[src/rtl/intc_pkg.sv]
package intc_pkg;
  localparam int NUM_BANKS  = 4;
  localparam int BANK_W     = 32;
  localparam int NUM_SRC    = NUM_BANKS * BANK_W;
  localparam int SRC_IDX_W  = $clog2(NUM_SRC);
  localparam int BANK_IDX_W = (NUM_BANKS > 1) ? $clog2(NUM_BANKS) : 1;
  localparam int ADDR_W     = 12;
  localparam int DATA_W     = 32;
  localparam int PRIO_W     = 8;

  typedef enum logic [3:0] {
    RD_NONE, RD_CTRL, RD_PRIO, RD_SYNC, RD_HOLD,
    RD_ROUTE, RD_ENABLE, RD_PEND, RD_WAKE
  } rdSel_e;

  typedef struct packed {
    logic                  wrCtrl;
    logic                  wrPrio;
    logic                  wrSync;
    logic                  wrHold;
    logic                  wrSoft;
    logic [NUM_BANKS-1:0]  wrRoute;
    logic [NUM_BANKS-1:0]  wrEnSet;
    logic [NUM_BANKS-1:0]  wrEnClr;
    logic [NUM_BANKS-1:0]  wrWake;
    rdSel_e                rdSel;
    logic [BANK_IDX_W-1:0] rdBank;
  } regStb_t;
endpackage

[src/rtl/intc_ctrl.sv]
module intc_ctrl
  import intc_pkg::*;
(
  input  logic              wrEn,
  input  logic [ADDR_W-1:0] addr,
  output regStb_t           stb
);
  logic [ADDR_W-5:0]     winSel;
  logic [1:0]            wordIdx;
  logic [BANK_IDX_W-1:0] bankIdx;
  logic                  aligned;
  logic                  bankOk;

  assign winSel  = addr[ADDR_W-1:4];
  assign wordIdx = addr[3:2];
  assign bankIdx = BANK_IDX_W'(wordIdx);
  assign aligned = (addr[1:0] == 2'b00);
  assign bankOk  = (32'(wordIdx) < NUM_BANKS);

  always_comb begin
    stb        = '0;
    stb.rdSel  = RD_NONE;
    stb.rdBank = bankIdx;
    if (aligned) begin
      unique case (winSel)
        8'h00: begin
          if (wordIdx == 2'd0) begin
            stb.rdSel = RD_CTRL; stb.wrCtrl = wrEn;
          end else if (wordIdx == 2'd3) begin
            stb.rdSel = RD_PRIO; stb.wrPrio = wrEn;
          end
        end
        8'h01: begin
          if (wordIdx == 2'd0) begin
            stb.rdSel = RD_SYNC; stb.wrSync = wrEn;
          end else if (wordIdx == 2'd1) begin
            stb.rdSel = RD_HOLD; stb.wrHold = wrEn;
          end
        end
        8'h08: if (bankOk) begin
          stb.rdSel = RD_ROUTE; stb.wrRoute[bankIdx] = wrEn;
        end
        8'h10: if (bankOk) begin
          stb.rdSel = RD_ENABLE; stb.wrEnSet[bankIdx] = wrEn;
        end
        8'h18: if (bankOk) begin
          stb.rdSel = RD_ENABLE; stb.wrEnClr[bankIdx] = wrEn;
        end
        8'hD8: if (bankOk) stb.rdSel = RD_PEND;
        8'hE0: if (bankOk) begin
          stb.rdSel = RD_WAKE; stb.wrWake[bankIdx] = wrEn;
        end
        8'hF0: if (wordIdx == 2'd0) stb.wrSoft = wrEn;
        default: ;
      endcase
    end
  end
endmodule

[src/rtl/intc_datapath.sv]
module intc_datapath
  import intc_pkg::*;
#(
  parameter int SYNC_STAGES = 2
) (
  input  logic              clk,
  input  logic              rstN,
  input  regStb_t           stb,
  input  logic [DATA_W-1:0] wrData,
  input  logic [NUM_SRC-1:0] srcIn,
  output logic [DATA_W-1:0] rdData,
  output logic              irqOut,
  output logic              fiqOut,
  output logic              wakeOut
);
  logic [NUM_SRC-1:0] syncQ [SYNC_STAGES];
  logic [NUM_SRC-1:0] softReg;
  logic [NUM_SRC-1:0] level, enFlat, routeFlat, wakeFlat, pendAll;
  logic [BANK_W-1:0]  enReg    [NUM_BANKS];
  logic [BANK_W-1:0]  routeReg [NUM_BANKS];
  logic [BANK_W-1:0]  wakeReg  [NUM_BANKS];
  logic [DATA_W-1:0]  ctrlReg, syncReg;
  logic [PRIO_W-1:0]  prioReg;
  logic               holdReg;
  logic               prioOpen;

  always_ff @(posedge clk or negedge rstN) begin
    if (!rstN) syncQ[0] <= '0;
    else       syncQ[0] <= srcIn;
  end

  for (genvar s = 1; s < SYNC_STAGES; s++) begin : g_sync
    always_ff @(posedge clk or negedge rstN) begin
      if (!rstN) syncQ[s] <= '0;
      else       syncQ[s] <= syncQ[s-1];
    end
  end

  for (genvar b = 0; b < NUM_BANKS; b++) begin : g_bank
    always_ff @(posedge clk or negedge rstN) begin
      if (!rstN) begin
        enReg[b]    <= '0;
        routeReg[b] <= '0;
        wakeReg[b]  <= '0;
      end else begin
        if (stb.wrEnSet[b])      enReg[b] <= enReg[b] | wrData;
        else if (stb.wrEnClr[b]) enReg[b] <= enReg[b] & ~wrData;
        if (stb.wrRoute[b]) routeReg[b] <= wrData;
        if (stb.wrWake[b])  wakeReg[b]  <= wrData;
      end
    end
    assign enFlat[b*BANK_W +: BANK_W]    = enReg[b];
    assign routeFlat[b*BANK_W +: BANK_W] = routeReg[b];
    assign wakeFlat[b*BANK_W +: BANK_W]  = wakeReg[b];
  end

  assign level    = syncQ[SYNC_STAGES-1] | softReg;
  assign prioOpen = |prioReg;
  assign pendAll  = level & enFlat & {NUM_SRC{prioOpen}};

  always_ff @(posedge clk or negedge rstN) begin
    if (!rstN) begin
      ctrlReg <= '0;
      syncReg <= '0;
      prioReg <= '0;
      holdReg <= 1'b0;
      softReg <= '0;
    end else begin
      if (stb.wrCtrl) ctrlReg <= wrData;
      if (stb.wrSync) syncReg <= wrData;
      if (stb.wrPrio) prioReg <= wrData[PRIO_W-1:0];
      if (stb.wrHold) holdReg <= wrData[0] & ~(|pendAll);
      if (stb.wrSoft) softReg[wrData[SRC_IDX_W-1:0]] <= wrData[DATA_W-1];
    end
  end

  assign irqOut  = ctrlReg[0] & |(pendAll & routeFlat);
  assign fiqOut  = ctrlReg[0] & |(pendAll & ~routeFlat);
  assign wakeOut = holdReg & |(level & wakeFlat);

  always_comb begin
    unique case (stb.rdSel)
      RD_CTRL:   rdData = ctrlReg;
      RD_PRIO:   rdData = DATA_W'(prioReg);
      RD_SYNC:   rdData = syncReg;
      RD_HOLD:   rdData = DATA_W'(holdReg);
      RD_ROUTE:  rdData = routeReg[stb.rdBank];
      RD_ENABLE: rdData = enReg[stb.rdBank];
      RD_PEND:   rdData = pendAll[stb.rdBank*BANK_W +: BANK_W];
      RD_WAKE:   rdData = wakeReg[stb.rdBank];
      default:   rdData = '0;
    endcase
  end
endmodule

[src/rtl/intc_banked.sv]
module intc_banked
  import intc_pkg::*;
#(
  parameter int SYNC_STAGES = 2
) (
  input  logic               clk,
  input  logic               rstN,
  input  logic               wrEn,
  input  logic [ADDR_W-1:0]  addr,
  input  logic [DATA_W-1:0]  wrData,
  output logic [DATA_W-1:0]  rdData,
  input  logic [NUM_SRC-1:0] srcIn,
  output logic               irqOut,
  output logic               fiqOut,
  output logic               wakeOut
);
  regStb_t stb;

  intc_ctrl uCtrl (
    .wrEn (wrEn),
    .addr (addr),
    .stb  (stb)
  );

  intc_datapath #(.SYNC_STAGES(SYNC_STAGES)) uDp (
    .clk     (clk),
    .rstN    (rstN),
    .stb     (stb),
    .wrData  (wrData),
    .srcIn   (srcIn),
    .rdData  (rdData),
    .irqOut  (irqOut),
    .fiqOut  (fiqOut),
    .wakeOut (wakeOut)
  );
endmodule

[config.mk]
export PLATFORM = sky130hd
export DESIGN_NAME = intc_banked
export DESIGN_NICKNAME = d
export VERILOG_FILES = /design/src/rtl/intc_pkg.sv /design/src/rtl/intc_ctrl.sv /design/src/rtl/intc_datapath.sv /design/src/rtl/intc_banked.sv
export SDC_FILE = /design/constraint.sdc
export NUM_CORES = 2
export LEC_CHECK = 0
export ABC_AREA = 1
export BUFFER_PORTS_ARGS = -buffer_cell sky130_fd_sc_hd__buf_2
export CELL_PAD_IN_SITES_DETAIL_PLACEMENT = 0
export CELL_PAD_IN_SITES_GLOBAL_PLACEMENT = 2
export CORE_ASPECT_RATIO = 1.25
export CORE_UTILIZATION = 37
export DETAILED_ROUTE_END_ITERATION = 7
export HOLD_SLACK_MARGIN = 0.12
export PLACE_DENSITY_LB_ADDON = 0.08
export RECOVER_POWER = 50
export SLEW_MARGIN = 40
export SYNTH_ARGS = -nofsm -noshare
export SYNTH_HDL_FRONTEND = slang
export SYNTH_HIERARCHICAL = 1
export SYNTH_SLANG_ARGS = --single-unit
[constraint.sdc]
create_clock -name clk -period 3.9 [get_ports clk]
set_clock_uncertainty 0.15 [all_clocks]
set_input_delay 0.78 -clock clk [delete_from_list [all_inputs] [get_ports clk]]
set_output_delay 0.78 -clock clk [all_outputs]
set_load 0.01 [all_outputs]
==> results.py <==
metrics = {
    "timing": {
        "hold_viol_final": 0,
        "whs_ns": 0.197,
        "min_period_ns": 4.07,
        "max_freq_ghz": 0.246,
        "relSlewSlack": -0.204,
        "finalCritPeriodShare": 1.04,
        "setup_viol": 30,
        "tightest_slew_ns": 1.81,
        "rsz0062_at_grt": "true",
        "report.final.slew_viol_count": 70,
        "fin_tns_setup_ns": -2.24,
        "finalWorstSetupSlack_ns": -0.167,
    },
    "routing": {
        "drt_pass1_iterations": 6,
        "routedWlPerCell_um": 26.1,
        "wl_met2_mm": 75.0,
        "wl_met1_mm": 82.8,
        "top_layer_used": "met5",
        "drc": 0,
        "wirelength_mm": 178,
        "antenna_left": 0,
        "viasPerCell": 5.41,
        "via_count": 36959,
        "met3WireLength_mm": 14.8,
        "drtIter0Drc": 4214,
    },
    "cells_and_area": {
        "multi_input_area_sq_um": 16300,
        "final_net_count": 5511,
        "areaGrowthSynthToFinish_pct": 28.0,
        "regArea_sq_um": 21000,
        "fill_cells": 10490,
        "post_route_cells_drive_above_1_share": 0.177,
    },
    "clock_tree": {
        "root_buffer": "clkbuf_16",
        "cts_made_buffers": 91,
        "cts_tree": "built",
        "clk_path_buf_depth": 3,
        "cts.sinks": 841,
        "clk_pin_slew_ns": 0.06,
        "clk_latency_ns": 0.72,
        "cts_htree_levels": 3,
    },
    "die": {
        "core_region_area_sq_um": 106000,
        "die_y_um": 368,
        "initial_core_util": 0.375,
        "ios": 210,
        "rows": 133,
        "dieArea_sq_um": 108000,
        "dieWidth_um": 294,
    },
    "status": {
        "violations": "capacitance limit, slew limit, setup timing",
        "status": "finished with violations",
    },
    "pwr": {
        "combPwrFrac": 0.069,
        "p_per_area_nw_per_um2": 401,
        "switchingPower_mw": 5.08,
        "swShare": 0.250,
        "p_int_mw": 15.2,
        "pwr-share-seq": 0.441,
        "cellLeakagePower_nw": 23.9,
        "ir_worst_vdd_uv": 378,
        "pwr-share-clk": 0.490,
    },
    "synthesis": {
        "synth.most_common_cell": "nand2_1",
        "yosysTopAreaCell": "dfrtp_1",
        "synthCells": 4917,
        "syn_area_per_cell_sq_um": 8.05,
        "ys_types": 44,
        "synth-compound-area-share": 0.189,
        "ys_ff_latch": 841,
        "synth_top_area_frac": 0.532,
        "synthAdderAreaFrac": 0,
        "synth-edff-count": 0,
        "synth_ff_type": "dfrtp_1",
        "syn_area_sq_um": 39600,
        "ys_warn_count": 6,
        "synth_xor_area_frac": 0,
        "yosysSeqAreaShare": 0.532,
        "synth.area.top_cells": "dfrtp_1, o21ai_0, nand2_1, nor2_1, a21oi_1",
        "synth_simple_gate_area_frac": 0.191,
        "synthTopCellsByCount": "nand2_1, dfrtp_1, o21ai_0",
        "muxShareOfSynthArea": 0.000759,
        "synth_nets": 5092,
        "synth_top_family_by_area": "simple AND/OR/NAND/NOR gates",
        "async_flop_share": 1.00,
    },
    "worst_setup_path": {
        "start_kind": "input pin",
        "worst-setup-path-type": "in -> out",
        "worstSetupEndpointType": "output port",
        "path_max_fanout": 6,
        "required_ns": 2.97,
        "cp.arrival_ns": 3.14,
    },
    "global_route": {
        "grt-ovfl-total": 0,
        "grt.total_usage": 0.322,
        "antenna_found_initial": 7,
        "grt_max_degree": 109,
        "grt_pass1_wl_mm": 249,
        "grt_pass1_vias": 34403,
    },
    "place": {
        "place_hpwl_mm": 126,
        "port_buffers": 209,
        "gp_congestion": 0.975,
    },
    "flow_run": {
        "maxCapViolations": 2,
    },
    "hold_path": {
        "hold_path.class": "reg -> reg",
    },
}
-- layer usage --
metal	up-vias	GRT usage
li1	17080	-
met1	18131	0.492
met2	1525	0.460
met3	221	0.0551
met4	2	0.0951
met5	-	0
-- worst max-delay path, cell delays in order --
cell and delay, ns:
buf_8 0.10, nor2_4 0.10, nand2_2 0.09, inv_2 0.07, buf_6 0.09, nand4_4 0.07
or2_4 0.29, nor2_4 0.17, inv_2 0.08, buf_6 0.12, nor3_4 0.23, buf_6 0.13
buf_12 0.15, a21boi_2 0.18, nor4_2 0.06, o211ai_1 0.18, buf_2 0.22
-- kinds of logic after synthesis --
group / after synthesis
and+or+nand+nor: 1830
DFF: 841
buffers and inverters: 839
muxes: 3
AOI/OAI and AO/OA: 1404
-- layout by cell type, fill, tap and decap left out, types with 26 or more instances in the layout --
cell           count
o21ai_1           39
o21ai_0          721
buf_4            183
nand2_1          899
nor2_4            37
nand3_1          241
a31oi_1          115
a21oi_1          359
buf_12            52
o22ai_1           58
clkbuf_16        113
nand2_2           44
inv_1            478
buf_6             36
nand3_2           26
dlygate4sd3_1    129
nor2_1           417
dfrtp_1          839
buf_2            188
nor2_2            54
nand4_1           51
-- repair_timing --
action                                  4_1_cts  5_1_grt
pin swaps                                    41      134
endpoints found under the setup margin       33       35
gates cloned                                 10       24
hold buffers                                129        0
gates resized for setup                     158      252
setup buffers                                11       31
hold endpoints to repair                    165        0
-- area by class of cell --
cell class	instances	share of cell area
Multi-Input combinational cell	3237	0.322
Inverter	510	0.0383
Sequential cell	841	0.416
Antenna cell	1	0.0000494
Clock buffer	108	0.0482
Tap cell	1417	0.0350
Timing Repair Buffer	655	0.122
Clock inverter	60	0.0194
-- power groups by stage --
stage	Combinational, mW	Sequential (mW)	Clock [mW]
2_1_floorplan	0.463	9.09	0
3_3_place_gp	1.26	9.12	0
3_5_place_dp	1.25	9.12	0
4_1_cts	1.36	8.96	10.1
5_1_grt	1.50	8.97	10.5
6_report	1.40	8.97	9.95
-- final timing paths --
kind	from	end	slack, ns	cells after the start
min reg2reg	uDp/syncQ[236]	uDp/syncQ[108]	0.20	0
min	uDp/syncQ[236]	uDp/syncQ[108]	0.20	0
max reg2reg	uDp/prioReg[6]	uDp/holdReg	0.98	15
max	addr[6]	rdData[3]	-0.17	17
max in group asynchronous	rstN	uDp/syncQ[111]	0.32	3
min in group asynchronous	rstN	uDp/prioReg[4]	0.96	2
-- per-stage QoR --
step,cell area [sq um],utilization,cells,setup slack [ns],power [mW]
3_5_place_dp,43600,0.413,6457,-0.193,10.4
6_report,50600,0.480,6829,-0.167,20.3
5_1_grt,50600,0.480,6828,-0.217,21.0
2_1_floorplan,39600,-,4917,0.366,9.55
3_3_place_gp,43600,0.413,6457,-0.182,10.4
4_1_cts,49200,0.466,6775,-0.130,20.5
(Power assumes the default switching activity.)
